File: src/rtl/dct_pkg.sv
package dct_pkg;
  typedef struct packed {
    logic count;
    logic loadA;
    logic loadB;
  } dctStrobes_t;

  localparam int unsigned NUM_CH = 2;
endpackage

File: src/rtl/dct_ctrl.sv
module dct_ctrl
  import dct_pkg::*;
#(
  parameter int unsigned SYNC_STAGES = 2
) (
  input  logic        clk,
  input  logic        rst,
  input  logic        countEn,
  input  logic        pulseA,
  input  logic        pulseB,
  output dctStrobes_t strobes
);
  localparam int unsigned LAST = SYNC_STAGES - 1;

  logic [NUM_CH-1:0] pulseIn;
  logic [NUM_CH-1:0] riseSeen;

  assign pulseIn = {pulseB, pulseA};

  for (genvar ch = 0; ch < NUM_CH; ch++) begin : g_chan
    logic [SYNC_STAGES-1:0] syncQ;
    logic                   prevQ;

    always_ff @(posedge clk) begin
      if (rst) begin
        syncQ <= '0;
        prevQ <= 1'b0;
      end else begin
        syncQ <= {syncQ[SYNC_STAGES-2:0], pulseIn[ch]};
        prevQ <= syncQ[LAST];
      end
    end

    assign riseSeen[ch] = syncQ[LAST] & ~prevQ;
  end

  always_comb begin
    strobes.count = countEn;
    strobes.loadA = riseSeen[0];
    strobes.loadB = riseSeen[1];
  end
endmodule

File: src/rtl/dct_datapath.sv
module dct_datapath
  import dct_pkg::*;
#(
  parameter int unsigned CNT_W = 16
) (
  input  logic             clk,
  input  logic             rst,
  input  dctStrobes_t      strobes,
  input  logic [1:0]       rdAddr,
  output logic [CNT_W-1:0] rdData,
  output logic             irqA,
  output logic             irqB,
  output logic [CNT_W-1:0] capA,
  output logic [CNT_W-1:0] capB,
  output logic [CNT_W-1:0] tickDiff,
  output logic [CNT_W-1:0] counterVal
);
  localparam logic [CNT_W-1:0] ONE = CNT_W'(1);

  always_ff @(posedge clk) begin
    if (rst) begin
      counterVal <= '0;
    end else if (strobes.count) begin
      counterVal <= counterVal + ONE;
    end
  end

  always_ff @(posedge clk) begin
    if (rst) begin
      capA <= '0;
      capB <= '0;
      irqA <= 1'b0;
      irqB <= 1'b0;
    end else begin
      if (strobes.loadA) capA <= counterVal;
      if (strobes.loadB) capB <= counterVal;
      irqA <= strobes.loadA;
      irqB <= strobes.loadB;
    end
  end

  assign tickDiff = capB - capA;

  always_comb begin
    case (rdAddr)
      2'd0:    rdData = counterVal;
      2'd1:    rdData = capA;
      2'd2:    rdData = capB;
      default: rdData = tickDiff;
    endcase
  end
endmodule

File: src/rtl/dual_capture_timer.sv
module dual_capture_timer
  import dct_pkg::*;
#(
  parameter int unsigned CNT_W       = 16,
  parameter int unsigned SYNC_STAGES = 2
) (
  input  logic             clk,
  input  logic             rst,
  input  logic             countEn,
  input  logic             pulseA,
  input  logic             pulseB,
  input  logic [1:0]       rdAddr,
  output logic [CNT_W-1:0] rdData,
  output logic             irqA,
  output logic             irqB,
  output logic [CNT_W-1:0] capA,
  output logic [CNT_W-1:0] capB,
  output logic [CNT_W-1:0] tickDiff
);
  dctStrobes_t      strobes;
  logic [CNT_W-1:0] counterVal;

  dct_ctrl #(.SYNC_STAGES(SYNC_STAGES)) i_ctrl (
    .clk     (clk),
    .rst     (rst),
    .countEn (countEn),
    .pulseA  (pulseA),
    .pulseB  (pulseB),
    .strobes (strobes)
  );

  dct_datapath #(.CNT_W(CNT_W)) i_dp (
    .clk        (clk),
    .rst        (rst),
    .strobes    (strobes),
    .rdAddr     (rdAddr),
    .rdData     (rdData),
    .irqA       (irqA),
    .irqB       (irqB),
    .capA       (capA),
    .capB       (capB),
    .tickDiff   (tickDiff),
    .counterVal (counterVal)
  );
endmodule

File: config.mk
export PLATFORM = sky130hd
export DESIGN_NAME = dual_capture_timer
export DESIGN_NICKNAME = d
export VERILOG_FILES = /design/src/rtl/dct_pkg.sv /design/src/rtl/dct_ctrl.sv /design/src/rtl/dct_datapath.sv /design/src/rtl/dual_capture_timer.sv
export SDC_FILE = /design/constraint.sdc
export NUM_CORES = 1
export LEC_CHECK = 0
export BUFFER_PORTS_ARGS = -buffer_cell sky130_fd_sc_hd__buf_2
export CORE_AREA = 2 2 93 68
export CTS_CLUSTER_SIZE = 8
export DETAILED_ROUTE_END_ITERATION = 12
export DIE_AREA = 0 0 95 70
export PLACE_DENSITY_LB_ADDON = 0.05
export SLEW_MARGIN = 20
export SYNTH_ARGS = -nofsm -noshare
export SYNTH_HDL_FRONTEND = slang
export SYNTH_SLANG_ARGS = --single-unit
File: constraint.sdc
create_clock -name clk -period 8.5 [get_ports clk]
set_clock_uncertainty 0.05 [all_clocks]
set_input_delay 2.55 -clock clk [delete_from_list [all_inputs] [get_ports clk]]
set_output_delay 2.55 -clock clk [all_outputs]
set_load 0.1 [all_outputs]
-- Yosys cells after proc, flatten, opt, wreduce, memory -nomap -nowiden
Index checks and enable logic that the tools add are counted.
Widths: inputs -> output; s select.
- ROM bits: 0
- register bits: 56
- memories kept: 0
- output and inout bits: 66
- input port bits: 7
- memory bits (writable): 0
- bits in latches: 0
- word-level logic and storage cells: 19
- divide/modulo/power cells: 0
- magnitude comparators: 0
- reductions and logical operators: 1
- bitwise logic cells: 4
- multiplexer cells: 1
- add/subtract/negate cells: 2
- eq/ne operators: 2
- multiply operators: 0
- shift-type cells: 0
- operators by type and width (kind ; number):
    $pmux 16 s3 ; 1
    $add 16x1->16 const B ; 1
    $sub 16x16->16 ; 1
    $and 1x1->1 ; 2
    $eq 2x1->1 const B ; 1
    $eq 2x2->1 const B ; 1
    $logic_not 2->1 ; 1
    $not 1->1 ; 2

-- Logic depth before layout (Yosys ltp)
- word-level depth: 2
- gate-level depth with buffers: 9
- depth with buffers taken out: 9

-- Modules after synthesis
From an unflattened synthesis, not the netlist that was laid out.
- cells, all modules: 332
- area, all modules: 3190.6 µm²
- modules (own cells, without submodules) (module ; cells each ; area an instance (µm²) ; seq. area each (µm²) ; instances):
    dct_datapath ; 317 ; 3012.9 ; 1001.0 ; 1
    dct_ctrl ; 15 ; 177.7 ; 120.1 ; 1

-- Least setup slack after synthesis
Ideal clock, no wire load.
- path type: input -> output
- from: input port rdAddr[0]
- to: output port rdData[15]
- arrival time: 5336 ps
- buffers on the path: 1
- slack: 564 ps
- cell stages on the path: 3
- data required time: 5900 ps
- path through: buf_1 > o22ai_1 > nor3b_1
- word-level cells in the longest chain between the ends: 2
- elaborated cells on any way between the ends: 4
- those cells by class: eq/ne: 2; mux: 1; reduce/logical: 1
- RTL lines (item ; RTL line ; source):
    from (decl) ; dual_capture_timer.sv:12 ; input logic [1:0] rdAddr,
    $eq 2x2->1 (tied with other cells) ; dct_datapath.sv:45 ; case (rdAddr)
    $pmux 16 s3 * ; dct_datapath.sv:45 ;
    to (decl) ; dual_capture_timer.sv:13 ; output logic [CNT_W-1:0] rdData,
Every way passes the cells marked *; elsewhere a longest branch is shown, timed or not.

-- Worst setup path after layout
- from: input port rdAddr[0]
- to: output port rdData[8]
Same word-level chain as after synthesis.

==> flow_summary.toml <==
[outcome]
status = "completed"

[floorplanning]
fp.dieH_um = 70
start_util_pct = 54.6
ios = 73
die_area_um2 = 6650
placeableCoreArea_um2 = 5920
die_w_um = 95
row_count = 24

[cells_and_area]
layout.cells.non_filler = 521
drive_above_1_share_pct = 24.6
nets = 466
nFillCells = 545
final_cell_mix = "nand2_1, buf_2, dfxtp_1"
regArea_um2 = 1120
syn2layout_area_growth_pct = 15.2
final_common_cell = "nand2_1"
fin_area_um2 = 3720
multi_input_area_um2 = 1960
fin_util_pct = 62.9
diodes = 0

[logic_synthesis]
synth_edf_count = 0
yosys.area.top_type = "dfxtp_1"
synthArstFlopShare_pct = 0
synth-seq-cells = 56
synthDistinctLibCells = 48
syn_nets = 404
synthCells = 380
ys_top_cells_by_area = "dfxtp_1, mux4_2, nand2_1"
syn_area_um2 = 3230
ys_seq_area_share_pct = 34.7
yosysWarningCount = 0
syn_area_per_cell_um2 = 8.50
synth_ff_type = "dfxtp_1"
synth_top_area_share_pct = 34.7

[setup_path]
regToRegEndpoint = "i_dp.counterVal[13]"
r2r_slack_ps = 6770
timing.critical_path.from = "rdAddr[0]"
crit_required_ps = 5900
rr_startpoint = "i_dp.counterVal[3]"
setup.worst_path.class = "primary input to output pin"
crit_fanout = 22
setup.worst_path.start_class = "primary input"
ff2ff_path_depth = 6
worstPathArrival_ps = 4280
crit_path_end_kind = "output pin"

[detailed_routing]
route.vias.total = 2832
wire_per_inst_um = 15.2
wl_mm = 7.92
drc = 0
drtIter0Drc = 146
drt_first_pass_iters = 4
viasPerCell = 5.44
ant_nets = 0

[placement]
place_area_um2 = 3620
pre_cts_slack_ps = 1590
place.gp.congestion = 0.896
hpwlAfterDp_mm = 5.60
dp.cells = 513
port_buffers = 72

[timing]
fmax_mhz = 145
final_hold_viol_count = 0
tns_ps = 0
finalMaxSlewViolations = 0
finalCriticalPeriod_ps = 6880
finalSetupViolCount = 0
hold_slack_ps = 391
slew-limit-headroom_pct = 32.5
tightest_slew_ps = 1010
fin_ws_ps = 1620
rsz0062_at_grt = "false"
finalCritPeriodShare_pct = 80.9

[min_path]
worstHoldStart = "i_ctrl.g_chan[0].prevQ"
holdPathEnd = "i_dp.irqA"
min_path_type = "flop to flop"
hold_depth = 1

[cts]
clk_latency_ps = 320
cts_hold_buf = 0
cts_max_level = 2
post_cts_buffers = 0
clkTransAtPathRegs_ps = 110
cts-root-buf = "clkbuf_8"
cts_buffers = 5
cts_tree = "done"
clk_path_buf_depth = 2
cts.sink_count = 56
ctsResizeCount = 0

[power]
ir_drop_mv = 0.0850
powerDensity_nw_per_um2 = 141
p_leak_nw = 1.67
totalPowerFinal_mw = 0.524

[job]
drv_cap = 0

[global_route]
groute.usage.overall_pct = 24.9
grt_max_degree = 55
antenna_found_initial = 0
grt_pass1_wl_mm = 13.0
grt_overflow = 0
grt_pass1_vias = 2635
==> routing by layer <==
layer	up-vias	track usage [%]	wire [um]
li1	1420	-	-
met1	1331	37.5	3950
met2	75	37.9	3470
met3	6	4.10	442
met4	0	4.51	54
met5	-	0	0
==> synth_stat cells (2+ instances only) <==
library cell / n
a21oi_1: 43
a21oi_2: 2
a31oi_1: 2
a31oi_2: 2
a41o_1: 2
and3_1: 11
clkbuf_1: 16
dfxtp_1: 56
ha_1: 16
inv_1: 19
mux2i_1: 2
mux4_2: 14
nand2_1: 79
nand2b_1: 3
nand3_1: 3
nand4_1: 4
nor2_1: 29
nor2b_1: 13
nor3_1: 2
o211ai_1: 2
o21a_1: 2
o21ai_0: 4
o21ai_1: 2
xnor2_1: 15
xor2_1: 14
==> flip-flops by register name (all words and copies together) (netlist names) <==
name	flops
i_ctrl.g_chan.prevQ	2
i_dp.capB	16
i_dp.capA	16
i_ctrl.g_chan.syncQ	4
i_dp.irqB	1
i_dp.irqA	1
i_dp.counterVal	16
==> worst max-delay path by stage <==
stage                     slack [ps]  cells past startpoint         end
final                           1620                      6   rdData[8]
after global routing            1400                      6   rdData[8]
after CTS                       1590                      6   rdData[8]
after detailed placement        1590                      6   rdData[8]
after global placement          1610                      5   rdData[8]
after floorplan                  560                      3  rdData[15]
==> where the power goes <==
part           internal, mW  leakage (nW)  total [mW]  switching (mW)
Combinational        0.0188          1.16      0.0949          0.0761
Sequential            0.265         0.453       0.268         0.00292
Clock                0.0625        0.0511       0.161          0.0989
==> worst max-delay path, stage by stage <==
cell,delay [ps]
buf_2,500
nand2_1,240
or2_2,330
o21bai_1,130
a41o_1,100
buf_2,420
==> cells by family after synthesis <==
kind of cell | after synthesis | synth area share [%]
adders and majority gates | 17 | 6.82
buffers and inverters | 38 | 4.69
AOI/OAI and AO/OA | 72 | 14.1
and+or+nand+nor | 151 | 21.1
DFF | 56 | 34.7
muxes | 17 | 10.7
xor gates and xnor gates | 29 | 7.86
==> area by class of cell <==
cell class / instances / area share, %
repair buffers: 74 / 10.1
flip-flops and latches: 56 / 30.1
multi-input cells: 286 / 52.6
clock buffers: 5 / 1.85
clock inverters: 3 / 0.773
inverters: 19 / 1.92
well taps: 78 / 2.62
No activity file was read; power rests on OpenSTA's default activity.
